`src/rtl/stpwm_pkg.sv`:
```
package stpwm_pkg;

  // Triangular carrier value at phase position ph for a peak of pk.
  function automatic int tri_of(int ph, int pk);
    if (ph <= pk)          return ph;
    else if (ph <= 3 * pk) return 2 * pk - ph;
    else                   return ph - 4 * pk;
  endfunction

  // Carrier outside the symmetric threshold band.
  function automatic logic st_hit(int car, int thr);
    return (car > thr) || (car < -thr);
  endfunction

  // Gate vector {b_lo, b_hi, a_lo, a_hi}.
  function automatic logic [3:0] leg_map(int car, int rf, logic st);
    logic a_hi;
    logic b_hi;
    a_hi = (rf > car);
    b_hi = (-rf > car);
    if (st) return 4'hF;
    return {~b_hi, b_hi, ~a_hi, a_hi};
  endfunction

endpackage

```
`src/rtl/stpwm_carrier.sv`:
```
module stpwm_carrier #(
  parameter int PEAK = 8,
  localparam int PH_N = 4 * PEAK,
  localparam int PH_W = $clog2(PH_N),
  localparam int CW   = $clog2(PEAK + 1) + 1
) (
  input  logic                 clk,
  input  logic                 rst,
  input  logic [PH_W-1:0]      ofs,
  output logic signed [CW-1:0] car,
  output logic                 pk
);
  logic [PH_W-1:0] ph;
  logic            run_q;

  always_ff @(posedge clk) begin
    if (rst) begin
      ph    <= PH_W'(int'(ofs) % PH_N);
      run_q <= 1'b0;
    end else begin
      ph    <= (ph == PH_W'(PH_N - 1)) ? '0 : ph + 1'b1;
      run_q <= 1'b1;
    end
  end

  assign car = CW'(stpwm_pkg::tri_of(int'(ph), PEAK));
  assign pk  = (ph == PH_W'(PEAK));

  AST_CAR_STEP: assert property (@(posedge clk) disable iff (rst)
    run_q |-> ((int'(car) - int'($past(car)) == 1) || (int'($past(car)) - int'(car) == 1)));
  AST_CAR_RANGE: assert property (@(posedge clk) disable iff (rst)
    (int'(car) <= PEAK) && (int'(car) >= -PEAK));
  AST_PEAK_TURN: assert property (@(posedge clk) disable iff (rst)
    pk |=> (int'(car) == PEAK - 1));

endmodule

```
`src/rtl/stpwm_latch.sv`:
```
module stpwm_latch #(
  parameter int PEAK = 8,
  parameter int DW   = 8
) (
  input  logic                 clk,
  input  logic                 rst,
  input  logic                 pk,
  input  logic signed [DW-1:0] ref_in,
  input  logic [DW-1:0]        thr_in,
  output logic signed [DW-1:0] ref_q,
  output logic [DW-1:0]        thr_q
);
  always_ff @(posedge clk) begin
    if (rst) begin
      ref_q <= '0;
      thr_q <= DW'(PEAK);
    end else if (pk) begin
      ref_q <= ref_in;
      thr_q <= thr_in;
    end
  end

  AST_HOLD_MIDPERIOD: assert property (@(posedge clk) disable iff (rst)
    !$past(pk) |-> ($stable(ref_q) && $stable(thr_q)));

endmodule

```
`src/rtl/stpwm_cmp.sv`:
```
module stpwm_cmp #(
  parameter int PEAK = 8,
  parameter int DW   = 8,
  localparam int CW  = $clog2(PEAK + 1) + 1
) (
  input  logic                 clk,
  input  logic                 rst,
  input  logic signed [CW-1:0] car,
  input  logic signed [DW-1:0] ref_q,
  input  logic [DW-1:0]        thr_q,
  output logic [3:0]           gate,
  output logic                 st
);
  always_comb begin
    st   = stpwm_pkg::st_hit(int'(car), int'(thr_q));
    gate = stpwm_pkg::leg_map(int'(car), int'(ref_q), st);
  end

  AST_ST_ALL_ON: assert property (@(posedge clk) disable iff (rst)
    st |-> (gate == 4'hF));
  AST_LEG_COMPL: assert property (@(posedge clk) disable iff (rst)
    !st |-> ((gate[0] != gate[1]) && (gate[2] != gate[3])));
  AST_NO_BOOST: assert property (@(posedge clk) disable iff (rst)
    (int'(thr_q) >= PEAK) |-> !st);

endmodule

```
`src/rtl/stpwm_cell.sv`:
```
module stpwm_cell #(
  parameter int PEAK = 8,
  parameter int DW   = 8
) (
  input  logic                            clk,
  input  logic                            rst,
  input  logic signed [DW-1:0]            ref_in,
  input  logic [DW-1:0]                   thr_in,
  input  logic [$clog2(4*PEAK)-1:0]       ofs_in,
  output logic [3:0]                      gate_o,
  output logic                            st_o,
  output logic                            pk_o
);
  localparam int CW = $clog2(PEAK + 1) + 1;

  logic signed [CW-1:0] car_w;
  logic                 pk_w;
  logic signed [DW-1:0] ref_q;
  logic [DW-1:0]        thr_q;
  logic                 st_w;
  logic [3:0]           gate_w;

  stpwm_carrier #(.PEAK(PEAK)) u_car (
    .clk(clk), .rst(rst), .ofs(ofs_in), .car(car_w), .pk(pk_w)
  );

  stpwm_latch #(.PEAK(PEAK), .DW(DW)) u_lat (
    .clk(clk), .rst(rst), .pk(pk_w), .ref_in(ref_in), .thr_in(thr_in),
    .ref_q(ref_q), .thr_q(thr_q)
  );

  stpwm_cmp #(.PEAK(PEAK), .DW(DW)) u_cmp (
    .clk(clk), .rst(rst), .car(car_w), .ref_q(ref_q), .thr_q(thr_q),
    .gate(gate_w), .st(st_w)
  );

  assign gate_o = gate_w;
  assign st_o   = st_w;
  assign pk_o   = pk_w;

  AST_RESET_STATE: assert property (@(posedge clk)
    rst |=> (!st_o && (int'(thr_q) == PEAK) && (ref_q == '0)));

endmodule

```
`config.mk`:
```
export PLATFORM = sky130hd
export DESIGN_NAME = stpwm_cell
export DESIGN_NICKNAME = d
export VERILOG_FILES = /design/src/rtl/stpwm_pkg.sv /design/src/rtl/stpwm_carrier.sv /design/src/rtl/stpwm_latch.sv /design/src/rtl/stpwm_cmp.sv /design/src/rtl/stpwm_cell.sv
export SDC_FILE = /design/constraint.sdc
export NUM_CORES = 1
export LEC_CHECK = 0
export ABC_CLOCK_PERIOD_IN_PS = 7050
export BUFFER_PORTS_ARGS = -buffer_cell sky130_fd_sc_hd__buf_2
export CAP_MARGIN = 25
export CELL_PAD_IN_SITES_DETAIL_PLACEMENT = 1
export CELL_PAD_IN_SITES_GLOBAL_PLACEMENT = 1
export CORE_AREA = 2 2 78 88
export CTS_CLUSTER_SIZE = 14
export DETAILED_ROUTE_END_ITERATION = 8
export DIE_AREA = 0 0 80 90
export GPL_ROUTABILITY_DRIVEN = 0
export GPL_TIMING_DRIVEN = 0
export PLACE_DENSITY_LB_ADDON = 0.2
export REMOVE_ABC_BUFFERS = 1
export SLEW_MARGIN = 20
export SYNTH_ARGS = -nofsm -noshare
export SYNTH_HDL_FRONTEND = slang
export SYNTH_SLANG_ARGS = --single-unit
```
`constraint.sdc`:
```
create_clock -name clk -period 7.05 [get_ports clk]
set_input_delay 1.41 -clock clk [delete_from_list [all_inputs] [get_ports clk]]
set_output_delay 1.41 -clock clk [all_outputs]
set_load 0.005 [all_outputs]
```
# ---- Word level (Yosys, flattened, before mapping)
# Cells that the tools add are included.
dict set report word_totals {
  reg_bits 21
  latch_bits 0
  mem_bits_rw 0
  romBits 0
  inputBits 23
  out_inout_bits 6
  wordCells 26
  mem_count 0
}
dict set report classes {
  n_addsub 5
  mul 0
  div_mod_pow 0
  magnitude_cmp 6
  n_eq_ne 2
  shift 0
  n_mux 7
  bitwise 2
  n_reduce_logical 1
}
# operator n
set ops {}
lappend ops {{negator 8 -> 32 bit} 2}
lappend ops {{> comparator 32 x 5 -> 1 bit} 1}
lappend ops {{< comparator 5 x 32 -> 1 bit} 1}
lappend ops {{2-to-1 mux 5 bit} 4}
lappend ops {{> comparator 5 x 9 -> 1 bit} 1}
lappend ops {{> comparator 8 x 5 -> 1 bit} 1}
lappend ops {{2-to-1 mux 4 bit} 2}
lappend ops {{adder 5 x 1 -> 5 bit (second input constant)} 1}
lappend ops {{equality test 5 x 4 -> 1 bit (second input constant)} 1}
lappend ops {{equality test 5 bit (second input constant)} 1}
lappend ops {{less-or-equal comparator 5 x 4 -> 1 bit (second input constant)} 1}
lappend ops {{less-or-equal comparator 5 bit (second input constant)} 1}
lappend ops {{subtractor 5 x 1 -> 5 bit (second input constant)} 1}
lappend ops {{subtractor 5 bit (first input constant)} 1}
lappend ops {{NOT 1 bit} 2}
lappend ops {{logical OR 1 bit} 1}
lappend ops {{2-to-1 mux 1 bit} 1}

# ---- Longest topological paths before layout
dict set report depth {
  word_depth 7
  mapped_depth 15
}

# ---- Hierarchy
# Synthesis repeated with hierarchy kept, for this count alone.
dict set report unflattened {
  cells_unflattened 334
  hier_area_um2 2755.1
}
# mod instances cells_each area_per_inst_um2 seq_area_each_um2
set by_module_without_submodules {}
lappend by_module_without_submodules {stpwm_cmp 1 235 1769.2 0.0}
lappend by_module_without_submodules {stpwm_latch 1 52 581.8 320.3}
lappend by_module_without_submodules {stpwm_carrier 1 47 404.1 100.1}

# ---- Worst setup path before layout
# OpenSTA, ideal clock, no wires.
dict set report synth_path {
  path_kind {register to output}
  startpoint {register u_car.ph[0]}
  endpoint {output port gate_o[2]}
  t_arrival_ns 4.196
  t_required_ns 5.640
  path_slack_ns 1.444
  path_stages_with_launch 14
  n_path_buf 0
  cell_sequence {dfxtp_1 -> inv_1 -> ha_1 -> nor2b_4 -> a21oi_1 -> inv_1 -> ha_1 -> a211oi_1 -> a2bb2oi_1 -> o21ai_0 -> o2bb2ai_1 -> a2111oi_0 -> mux2i_1 -> nand2b_1}
}
dict set report synth_between {
  elab_chain_len 7
  elab_cells_between_ends 12
  cone_classes {2 x add/sub; 5 x order compare; 4 x mux; 1 x reduce/logical}
}
# item line
set synth_rtl {}
lappend synth_rtl {{start: declaration} stpwm_carrier.sv:13} ;# logic [PH_W-1:0] ph;
lappend synth_rtl {{start signal: assignment} stpwm_carrier.sv:18} ;# ph <= PH_W'(int'(ofs) % PH_N);
lappend synth_rtl {{start signal: assignment} stpwm_carrier.sv:21} ;# ph <= (ph == PH_W'(PH_N - 1)) ? '0 : ph + 1'b1;
lappend synth_rtl {{subtractor 5 x 1 -> 5 bit, or another cell as far along} stpwm_pkg.sv:7} ;# else return ph - 4 * pk;
lappend synth_rtl {{2-to-1 mux 5 bit} stpwm_pkg.sv:6} ;# else if (ph <= 3 * pk) return 2 * pk - ph;
lappend synth_rtl {{2-to-1 mux 5 bit *} stpwm_pkg.sv:5} ;# if (ph <= pk) return ph;
lappend synth_rtl {{< comparator 5 x 32 -> 1 bit or > comparator 5 x 9 -> 1 bit (tied branches)} stpwm_pkg.sv:12} ;# return (car > thr) || (car < -thr);
lappend synth_rtl {{logical OR 1 bit} stpwm_pkg.sv:12}
lappend synth_rtl {{2-to-1 mux 1 bit} stpwm_pkg.sv:21} ;# if (st) return 4'hF;
lappend synth_rtl {{2-to-1 mux 4 bit *} stpwm_pkg.sv:22} ;# return {~b_hi, b_hi, ~a_hi, a_hi};
lappend synth_rtl {{end: declaration} stpwm_cell.sv:10} ;# output logic [3:0] gate_o,
# Every way passes the cells marked *; elsewhere a longest branch is shown, timed or not.

# ---- Worst setup path after layout
dict set report layout_path {
  startpoint {register u_car.ph[1]}
  endpoint {output port gate_o[2]}
}
# The elaborated chain is that of the path after synthesis.

==> impl_metrics.tcl <==
set metrics [dict create \
    synth-seq-area-share_pct 15.3 \
    coreArea_um2 6360 \
    antenna_found_initial 0 \
    die_h_um 90 \
    cts_setup_buffers 0 \
    syn-cell-area_um2 2750 \
    slowest_stage "inv_1" \
    period_minus_slack_ns 6.47 \
    drive_above_1_share_pct 10.5 \
    cts_resized 0 \
    fin_setup_tns_ns 0 \
    wl_per_cell_um 14.7 \
    final_max_slew_viol_count 0 \
    cts_tree "yes" \
    preCtsSetupSlack_ns 0.853 \
    drt-total-wl_mm 6.82 \
    synth-edff-count 0 \
    synth-seq-cells 21 \
    grt_pass1_vias 2714 \
    period_share_pct 91.8 \
    status "finished, final reports clean" \
    fin_worst_skew_ns 0.00473 \
    worstMarginPinSlew_ns 0.952 \
    hold_buffers 0 \
    numCtsBuffers 3 \
    crit_path_start_kind "register" \
    cts.sinks 21 \
    track_usage_pct 20.0 \
    critPathMaxFanout 26 \
    postSynthCellCount 358 \
    die_area_um2 7200 \
    die_w_um 80 \
    cts-root-buf "clkbuf_8" \
    drc_errors 0 \
    port_buffers 28 \
    row_count 31 \
    yosys_warnings 0 \
    cts_buffer_depth 2 \
    synthDistinctLibCells 60 \
    postRouteAntennaNets 0 \
    setup_viol 0 \
    htreeDepth 1 \
    setup_slack_ns 0.577 \
    hpwl_mm 5.58 \
    required_ns 5.64 \
    start_util_pct 43.3 \
    grt_overflow 0 \
    cp-end-kind "output pin" \
    peakVddDrop_uv 143 \
    arrival_ns 5.06 \
    grt_max_degree 27 \
    top_level_ports 29 \
    max_stage_delay_ns 0.71 \
    crit_chain "inv_1, ha_1, nor2b_4, a21oi_2, inv_1, ha_1, a211oi_1, a2bb2oi_1, o21ai_0, o2bb2ai_1, a2111oi_0, mux2i_1, nand2b_1, buf_2" \
    finalHoldViolations 0 \
    vias_per_cell 5.73 \
    synthFlopType "dfxtp_1" \
    syn-mean-instance-area_um2 7.69 \
    rsz0062_at_grt "false" \
    drt_iter0_drc 58 \
    nNetsFinal 472 \
    leakagePower_nw 1.49 \
    path_class "register to output pin" \
    synth-async-reset-ratio_pct 0 \
    max_freq_ghz 0.154 \
    power_density_nw_per_um2 189 \
    clkTransAtPathRegs_ns 0.07 \
    insertion_delay_ns 0.26 \
    antennaDiodeCount 0 \
    dr.pass1.iters 4 \
    worstHoldPathType "register to register" \
    area_delta_synth_final_pct 9.22 \
    cap_violations 0 \
    holdWs_ns 0.461 \
    relSlewSlack_pct 36.4 \
    num_vias 2661 \
    grt_first_pass_wirelength_mm 12.0 \
]
[synthesized netlist by cell type, types with 2 or more instances]
master	n	area, um2
ha_1	66	826
a22o_1	2	17.5
nand2b_1	6	37.5
inv_1	30	113
nand4_1	6	37.5
nand3_1	9	45.0
a2111oi_0	2	17.5
a21oi_1	31	155
clkbuf_1	7	26.3
nand2_1	58	218
a211o_1	2	17.5
o31ai_1	2	15.0
nor3b_1	2	15.0
o21a_1	2	15.0
and3_1	4	25.0
clkinv_1	2	7.51
a41oi_1	2	17.5
dfxtp_1	21	420
a21o_1	6	45.0
nor2_1	16	60.1
a211oi_1	5	37.5
nor3_1	6	30.0
nor4_1	8	50.1
a31oi_1	2	12.5
o21ai_0	11	55.1
o41ai_1	2	17.5
xor2_1	5	43.8
xnor2_1	9	78.8
or3_1	2	12.5
o311ai_0	2	17.5
[cells in the final DEF (no fill, tap or decap), types with 5 or more instances in the layout]
master / instances
nor3_1: 6
nand2_1: 58
inv_1: 30
xnor2_1: 9
o21ai_0: 11
nand3_1: 9
nor4_1: 8
a21o_1: 6
xor2_1: 5
dfxtp_1: 21
ha_1: 66
buf_2: 28
nand2b_1: 6
a211oi_1: 5
nand4_1: 6
a21oi_1: 30
nor2_1: 16
[path summary, 6_finish.rpt]
path | to | depth (start not counted) | from | slack, ns
max | gate_o[2] | 14 | u_car.ph[1] | 0.58
min | u_lat.thr_q[5] | 2 | u_lat.thr_q[5] | 0.46
max reg2reg | u_lat.thr_q[3] | 6 | u_car.ph[1] | 4.36
min reg2reg | u_lat.thr_q[5] | 2 | u_lat.thr_q[5] | 0.46
[critical path, delay by kind of cell, from the launching register on]
kind	cells	cell delay, ns
AND/OR/NAND/NOR	2	0.31
AO/OA/AOI/OAI	6	1.94
buffers and inverters	3	0.95
flip-flops	1	0.46
adder cells (fa/ha/maj)	2	0.80
multiplexers	1	0.32
[sequential cells by signal (all words and copies together), names as in the netlist]
register	count
u_car.ph	5
u_lat.ref_q	8
u_lat.thr_q	8
[logic make-up after synthesis]
kind of cell	synth area share (%)
AOI/OAI and AO/OA	20.9
xor gates and xnor gates	4.45
adders and majority gates	30.0
buffers and inverters	5.86
DFF	15.3
muxes	0.772
and+or+nand+nor	22.8
[area by class of cell]
class | count | area [um2]
multi-input combinational | 296 | 2180
sequential | 21 | 420
timing repair buffer | 28 | 140
fill | 852 | 3350
inverter | 33 | 124
tap | 82 | 103
clock buffer | 4 | 45.0
[layer usage]
| metal | track usage [%] | vias to the layer above | wire [um] |
|---|---|---|---|
| met3 | 1.10 | 7 | 123 |
| met4 | 4.24 | 0 | 71 |
| met5 | 0 | - | 0 |
| met2 | 36.3 | 31 | 3450 |
| met1 | 25.6 | 1270 | 3180 |
| li1 | - | 1353 | - |
[power by group]
part / internal [mW] / switching, mW / leakage, nW
sequential: 0.126 / 0.0135 / 0.171
combinational: 0.151 / 0.201 / 1.29
clock: 0.0402 / 0.0374 / 0.0228
[through the flow]
step           std cells  total power, mW  area [um2]  util [%]
3_3_place_gp         460            0.479        2960      46.5
3_5_place_dp         460            0.496        2960      46.6
2_1_floorplan        350            0.397        2720         -
5_1_grt              464            0.637        3010      47.3
6_report             464            0.569        3010      47.3
4_1_cts              464            0.579        3010      47.3
No activity file was read; power rests on OpenSTA's default activity.
